==> src/rtl/scsi_dma_hs_pkg.sv <==
package scsi_dma_hs_pkg;

  typedef enum logic [1:0] {
    XM_INIT_SEND = 2'b00,
    XM_INIT_RECV = 2'b01,
    XM_TGT_SEND  = 2'b10,
    XM_TGT_RECV  = 2'b11
  } xfer_mode_e;

  typedef enum logic [2:0] {
    ST_IDLE,
    ST_PEER,
    ST_HOST,
    ST_SETUP,
    ST_STROBE
  } hs_state_e;

  function automatic logic mode_is_target(logic [1:0] m);
    return m[1];
  endfunction

  function automatic logic mode_is_recv(logic [1:0] m);
    return m[0];
  endfunction

  // wait state ahead of our own strobe: gap for target receive, setup otherwise
  function automatic int unsigned wait_cycles(logic [1:0] m, int unsigned setup_c,
                                              int unsigned gap_c);
    return (m == XM_TGT_RECV) ? gap_c : setup_c;
  endfunction

endpackage

==> src/rtl/scsi_dma_hs_sync.sv <==
module scsi_dma_hs_sync #(
  parameter int STAGES = 2
) (
  input  logic clk,
  input  logic rst_n,
  input  logic async_in,
  output logic level,
  output logic rise,
  output logic fall
);
  logic [STAGES-1:0] chain;
  logic              last_q;

  for (genvar g = 0; g < STAGES; g++) begin : g_stage
    always_ff @(posedge clk or negedge rst_n) begin
      if (!rst_n) chain[g] <= 1'b0;
      else if (g == 0) chain[g] <= async_in;
      else chain[g] <= chain[(g == 0) ? 0 : g-1];
    end
  end

  always_ff @(posedge clk or negedge rst_n) begin
    if (!rst_n) last_q <= 1'b0;
    else last_q <= chain[STAGES-1];
  end

  assign level = chain[STAGES-1];
  assign rise  = level & ~last_q;
  assign fall  = ~level & last_q;
endmodule

==> src/rtl/scsi_dma_hs_waitcnt.sv <==
module scsi_dma_hs_waitcnt #(
  parameter int CNT_W = 4
) (
  input  logic             clk,
  input  logic             rst_n,
  input  logic             arm,
  input  logic             run,
  input  logic [CNT_W-1:0] limit,
  output logic             done
);
  logic [CNT_W-1:0] cnt_q;

  assign done = arm && run && (cnt_q == limit - CNT_W'(1));

  always_ff @(posedge clk or negedge rst_n) begin
    if (!rst_n) cnt_q <= '0;
    else if (!arm) cnt_q <= '0;
    else if (run && !done) cnt_q <= cnt_q + CNT_W'(1);
  end
endmodule

==> src/rtl/scsi_dma_hs.sv <==
module scsi_dma_hs
  import scsi_dma_hs_pkg::*;
#(
  parameter int DATA_W      = 8,
  parameter int SYNC_STAGES = 2,
  parameter int SETUP_CYC   = 4,
  parameter int GAP_CYC     = 5
) (
  input  logic              clk,
  input  logic              rst_n,
  input  logic              start,
  input  logic [1:0]        start_mode,
  input  logic              block_mode,
  input  logic              phase_match,
  input  logic              dack,
  input  logic              ior,
  input  logic              iow,
  input  logic              eop,
  input  logic [DATA_W-1:0] host_wdata,
  output logic [DATA_W-1:0] host_rdata,
  output logic              drq,
  input  logic              scsi_req_in,
  input  logic              scsi_ack_in,
  input  logic [DATA_W-1:0] scsi_din,
  output logic              scsi_req_out,
  output logic              scsi_ack_out,
  output logic [DATA_W-1:0] scsi_dout,
  output logic              scsi_dout_en,
  output logic              busy,
  output logic              end_dma,
  output logic              phase_err,
  output logic              last_byte,
  output logic              blk_flag
);
  localparam int WAIT_MAX = (SETUP_CYC > GAP_CYC) ? SETUP_CYC : GAP_CYC;
  localparam int CNT_W    = $clog2(WAIT_MAX + 1);

  hs_state_e         st_q, st_d;
  logic [1:0]        mode_q;
  logic [DATA_W-1:0] data_q;
  logic              ior_q, iow_q, eop_seen_q;

  logic req_lvl, req_rise, req_fall;
  logic ack_lvl, ack_rise, ack_fall;

  scsi_dma_hs_sync #(.STAGES(SYNC_STAGES)) u_req_sync (
    .clk(clk), .rst_n(rst_n), .async_in(scsi_req_in),
    .level(req_lvl), .rise(req_rise), .fall(req_fall));

  scsi_dma_hs_sync #(.STAGES(SYNC_STAGES)) u_ack_sync (
    .clk(clk), .rst_n(rst_n), .async_in(scsi_ack_in),
    .level(ack_lvl), .rise(ack_rise), .fall(ack_fall));

  // named internal events
  logic mode_tgt_w, mode_recv_w;
  logic peer_go_w, pm_abort_w, host_done_w, host_eop_w;
  logic strobe_end_w, peer_idle_w, wait_done_w, stop_now_w;
  logic [CNT_W-1:0] wait_limit_w;

  assign mode_tgt_w   = mode_is_target(mode_q);
  assign mode_recv_w  = mode_is_recv(mode_q);
  assign peer_go_w    = (st_q == ST_PEER) && req_rise && phase_match;
  assign pm_abort_w   = (st_q == ST_PEER) && req_rise && !phase_match;
  assign host_done_w  = (st_q == ST_HOST) && dack &&
                        (mode_recv_w ? (ior_q && !ior) : (iow_q && !iow));
  assign host_eop_w   = (st_q == ST_HOST) && dack && eop && (ior || iow);
  assign strobe_end_w = (st_q == ST_STROBE) && (mode_tgt_w ? ack_rise : req_fall);
  assign peer_idle_w  = mode_tgt_w ? !ack_lvl : 1'b1;
  assign wait_limit_w = CNT_W'(wait_cycles(mode_q, SETUP_CYC, GAP_CYC));
  assign stop_now_w   = eop_seen_q &&
                        ((strobe_end_w && (mode_q != XM_TGT_RECV)) ||
                         (host_done_w && (mode_q == XM_TGT_RECV)));

  scsi_dma_hs_waitcnt #(.CNT_W(CNT_W)) u_wait (
    .clk(clk), .rst_n(rst_n),
    .arm(st_q == ST_SETUP), .run(peer_idle_w),
    .limit(wait_limit_w), .done(wait_done_w));

  always_comb begin
    st_d = st_q;
    if (start) begin
      if (mode_is_target(start_mode))
        st_d = mode_is_recv(start_mode) ? ST_SETUP : ST_HOST;
      else
        st_d = ST_PEER;
    end else begin
      unique case (st_q)
        ST_IDLE:  st_d = ST_IDLE;
        ST_PEER: begin
          if (pm_abort_w)     st_d = ST_IDLE;
          else if (peer_go_w) st_d = ST_HOST;
        end
        ST_HOST: begin
          if (host_done_w) begin
            if (stop_now_w)                       st_d = ST_IDLE;
            else if (mode_q == XM_INIT_RECV)      st_d = ST_STROBE;
            else                                  st_d = ST_SETUP;
          end
        end
        ST_SETUP: if (wait_done_w) st_d = ST_STROBE;
        ST_STROBE: begin
          if (strobe_end_w) begin
            if (stop_now_w)      st_d = ST_IDLE;
            else if (mode_tgt_w) st_d = ST_HOST;
            else                 st_d = ST_PEER;
          end
        end
        default: st_d = ST_IDLE;
      endcase
    end
  end

  always_ff @(posedge clk or negedge rst_n) begin
    if (!rst_n) begin
      st_q  <= ST_IDLE;
      ior_q <= 1'b0;
      iow_q <= 1'b0;
    end else begin
      st_q  <= st_d;
      ior_q <= ior;
      iow_q <= iow;
    end
  end

  // DMA request pacing
  always_ff @(posedge clk or negedge rst_n) begin
    if (!rst_n) drq <= 1'b0;
    else if ((st_d == ST_HOST) && (start || (st_q != ST_HOST))) drq <= 1'b1;
    else if ((st_d != ST_HOST) || dack) drq <= 1'b0;
  end

  // byte latch shared by both directions
  always_ff @(posedge clk or negedge rst_n) begin
    if (!rst_n) data_q <= '0;
    else if (peer_go_w && (mode_q == XM_INIT_RECV)) data_q <= scsi_din;
    else if (strobe_end_w && (mode_q == XM_TGT_RECV)) data_q <= scsi_din;
    else if (host_done_w && !mode_recv_w) data_q <= host_wdata;
  end

  // mode and status flags
  always_ff @(posedge clk or negedge rst_n) begin
    if (!rst_n) begin
      mode_q     <= XM_INIT_SEND;
      eop_seen_q <= 1'b0;
      end_dma    <= 1'b0;
      phase_err  <= 1'b0;
      last_byte  <= 1'b0;
      blk_flag   <= 1'b0;
    end else if (start) begin
      mode_q     <= start_mode;
      eop_seen_q <= 1'b0;
      end_dma    <= 1'b0;
      phase_err  <= 1'b0;
      last_byte  <= 1'b0;
      blk_flag   <= block_mode;
    end else begin
      if (pm_abort_w) phase_err <= 1'b1;
      if (host_eop_w) begin
        eop_seen_q <= 1'b1;
        if (mode_q == XM_TGT_SEND) last_byte <= 1'b1;
      end
      if (stop_now_w) begin
        end_dma    <= 1'b1;
        eop_seen_q <= 1'b0;
      end
    end
  end

  assign busy         = (st_q != ST_IDLE);
  assign scsi_ack_out = (st_q == ST_STROBE) && !mode_tgt_w;
  assign scsi_req_out = (st_q == ST_STROBE) && mode_tgt_w;
  assign scsi_dout    = data_q;
  assign scsi_dout_en = !mode_recv_w && ((st_q == ST_SETUP) || (st_q == ST_STROBE));
  assign host_rdata   = data_q;

endmodule

==> config.mk <==
export PLATFORM = sky130hd
export DESIGN_NAME = scsi_dma_hs
export DESIGN_NICKNAME = d
export VERILOG_FILES = /design/src/rtl/scsi_dma_hs_pkg.sv /design/src/rtl/scsi_dma_hs_sync.sv /design/src/rtl/scsi_dma_hs_waitcnt.sv /design/src/rtl/scsi_dma_hs.sv
export SDC_FILE = /design/constraint.sdc
export NUM_CORES = 1
export LEC_CHECK = 0
export BUFFER_PORTS_ARGS = -buffer_cell sky130_fd_sc_hd__buf_2
export CORE_ASPECT_RATIO = 0.6
export CORE_MARGIN = 2
export CORE_UTILIZATION = 52
export DETAILED_ROUTE_END_ITERATION = 12
export GPL_TIMING_DRIVEN = 0
export PLACE_DENSITY = 0.84
export SLEW_MARGIN = 20
export SYNTH_ARGS = -nofsm -noshare
export SYNTH_HDL_FRONTEND = slang
export SYNTH_SLANG_ARGS = --single-unit
==> constraint.sdc <==
create_clock -name clk -period 3 [get_ports clk]
set_input_delay 0.15 -clock clk [delete_from_list [all_inputs] [get_ports clk]]
set_output_delay 0.15 -clock clk [all_outputs]
set_load 0.01 [all_outputs]
==> qor.csv <==
stage;metric;value;unit
status;status;finished, final reports clean;
floorplanning;die_area;3272;um^2
yosys;synth_cells;152;
worst_setup_path;start_kind;flop;
placement;hpwl;2785;um
yosys;synth_area_leaders;dfrtp_1 (51%), nand2_1 (6.9%), a22oi_1 (4.6%), buf_4 (4.1%), nor2_1 (3.6%);
power;power.total;1.354;mW
worst_setup_path;crit_chain;nor3b_1 > nand4_1 > a21oi_2 > nor2_1 > nand2_1 > nand2_1;
timing;worst_pin_slew;0.7692;ns
yosys;syn-cell-area;1465;um^2
global_routing;grt_pass1_vias;1289;
final_layout;stdcell_count;247;
floorplanning;die_y;45.12;um
timing;slew_headroom;0.4861;
final_layout;drive_gt1_frac;0.3535;
placement;place_ws;0.7494;ns
power;sw_frac_of_total;0.2995;
floorplanning;rows;14;
clocking;path_clk_slew;0.07;ns
global_routing;grt_overflow;0;
global_routing;grt.met2_usage;0.3727;
clocking;insertion_delay;0.28;ns
final_layout;final_cell_mix;buf_2 (53), dfrtp_1 (30), nand2_1 (27), nor2_1 (14), a22oi_1 (9);
worst_setup_path;crit_type;reg -> reg;
clocking;root_buffer;clkbuf_8;
worst_setup_path;critPathRequiredTime;3.16;ns
placement;dp_cells;237;
worst_setup_path;cpLargestDelayFamily;simple AND/OR/NAND/NOR gates;
worst_setup_path;cp_common_cell;nand2_1;
drt;drc;0;
placement;port_buffers;53;
power;powerDensity;707.6;nW/um^2
yosys;synth.distinct_cells;39;
timing;period_share;0.7724;
worst_setup_path;critPathSlowestCell;nor3b_1;
worst_setup_path;crit_buf_inv;0;
power;ir_worst_vdd;0.3432;mV
yosys;synth_top_area_share;0.5124;
worst_setup_path;arrival;2.48;ns
flow_run;drv_cap;0;
timing;setup_viol;0;
global_routing;use_met1;0.3582;
timing;setup_ws;0.6828;ns
timing;period_needed;2.317;ns
placement;dpl_cell_area;1770;um^2
timing;fin_tns_setup;0;ns
yosys;synth_edf_count;0;
timing;rsz0062_at_grt;no;
clocking;cts_tree;yes;
yosys;synth.avg_cell_area;9.639;um^2
power;pwr-share-seq;0.395;
global_routing;grt-busiest-layer;met2;
worst_setup_path;cpPeakStageDelay;0.67;ns
timing;clock.fmax;431.6;MHz
drt;ant_nets;0;
yosys;ys_ff_latch;30;
placement;gp_congestion;0.9165;
final_layout;fin_util;0.7379;
clocking;htree_levels;2;
floorplanning;ios;54;
worst_setup_path;critPathMaxFanout;9;
yosys;yosys.area.top_type;dfrtp_1;
floorplanning;initial_core_util;0.5652;
timing;slew_violations;0;
floorplanning;dieWidth;72.53;um
global_routing;grt_max_degree;31;
final_layout;final_common_cell;buf_2;
drt;dr_total_vias;1387;
power;p_clk_frac;0.302;
final_layout;nets;245;
global_routing;grt.met3_usage;0.06696;
yosys;synth_sequential_area_ratio;0.5124;
yosys;synth_warnings;0;
global_routing;grt_use_total;0.2452;
final_layout;areaGrowthSynthToFinish;30.57;%
floorplanning;core;2592;um^2
power;cellLeakagePower;0.9651;nW
power;switchingPower;0.4054;mW
power;combPwrFrac;0.304;
power;power.internal;0.9483;mW
drt;dr.first_iter.drc_count;130;
yosys;ys.flop_type;dfrtp_1;
global_routing;antenna_found_initial;0;
clocking;numClockSinks;30;
clocking;cts_made_buffers;5;
clocking;clk_path_buf_depth;2;
drt;viasPerCell;5.615;
timing;fin_skew;0.008344;ns
global_routing;grt_pass1_wl;6003;um
timing;finalHoldViolations;0;
final_layout;antenna_cells;0;
drt;first_pass_iters;5;
hold_path;min_path_type;in -> reg;
worst_setup_path;endpoint_kind;flop;
final_layout;design_area;1913;um^2
drt;wl_per_cell;14.96;um
drt;wl;3695;um
timing;hold_ws;0.005055;ns
yosys;async_flop_share;1.000;
yosys;synth_fp_nets;182;
-- state kept, by name (all words and copies together) (netlist names) --
| register | count |
|---|---|
| blk_flag | 1 |
| drq | 1 |
| end_dma | 1 |
| eop_seen_q | 1 |
| host_rdata | 8 |
| ior_q | 1 |
| iow_q | 1 |
| last_byte | 1 |
| mode_q | 2 |
| phase_err | 1 |
| st_q | 3 |
| u_ack_sync.chain | 1 |
| u_ack_sync.last_q | 1 |
| u_ack_sync.level | 1 |
| u_req_sync.chain | 1 |
| u_req_sync.last_q | 1 |
| u_req_sync.level | 1 |
| u_wait.cnt_q | 3 |
-- cell families (layout without fill, tap and decap cells) --
family | count (synthesis) | count (layout) | share of synthesized area
AO/OA/AOI/OAI | 37 | 37 | 0.1742
AND/OR/NAND/NOR | 64 | 64 | 0.2212
buffers and inverters | 17 | 80 | 0.06405
multiplexers | 1 | 1 | 0.007685
flip-flops | 30 | 30 | 0.5124
XOR/XNOR | 2 | 2 | 0.01196
adder cells (fa/ha/maj) | 1 | 1 | 0.008538
-- synth_stat cells (2+ instances only) --
master    instances
nand2_1          27
inv_1             6
dfrtp_1          30
a31oi_1           2
a41oi_1           2
xor2_1            2
nand3b_1          2
a211oi_1          2
a22oi_1           9
nand3_1           3
a32oi_1           2
nor2b_1           3
clkbuf_1          3
buf_4             8
o21ai_0           5
nor2_1           14
nor3b_1           3
a21oi_1           8
-- per-layer routing --
layer / wire (um) / share of wire
met4: 15 / 0.0041
met1: 1633 / 0.44
met2: 1644 / 0.44
met5: 0 / 0
met3: 402 / 0.11
-- timing repair --
| item | in CTS | in global routing |
|---|---|---|
| endpoints found under the hold margin | 32 | 0 |
| hold buffers | 3 | 0 |
| setup buffers | 0 | 0 |
| resized for setup | 0 | 0 |
-- power by group through the flow --
stage          sequential [mW]  combinational (mW)  clock, mW
2_1_floorplan            0.563               0.212          0
3_3_place_gp             0.535               0.399          0
3_5_place_dp             0.543               0.408          0
4_1_cts                  0.535               0.414      0.411
5_1_grt                  0.547               0.448      0.431
6_report                 0.535               0.411      0.408
-- path summary, 6_finish.rpt --
| path | from | endpoint | slack (ns) | cells after the start |
|---|---|---|---|---|
| min in group asynchronous | rst_n | u_req_sync.chain[0] | 0.44 | 2 |
| worst max-delay path | st_q[1] | host_rdata[3] | 0.68 | 6 |
| worst max register to register | st_q[1] | host_rdata[3] | 0.68 | 6 |
| max in group asynchronous | rst_n | st_q[2] | 2.12 | 2 |
| worst min-delay path | ior | ior_q | 0.005 | 1 |
| worst min register to register | u_ack_sync.chain[0] | u_ack_sync.level | 0.35 | 0 |
-- final cells by class --
cell class / count / area (um^2)
timing repair buffer: 56 / 295.3
tap: 32 / 40.04
multi-input combinational: 105 / 620.6
inverter: 6 / 22.52
fill: 208 / 679.4
clock inverter: 1 / 30.03
buffer: 11 / 71.32
clock buffer: 6 / 82.58
sequential: 30 / 750.7
-- worst reg2reg max path, delay by kind of cell, from the launching register on --
kind               cells  cell delay (ns)
AOI/OAI and AO/OA      1             0.43
DFF                    1             0.44
and+or+nand+nor        5             1.34
No activity file was read; power rests on OpenSTA's default activity.
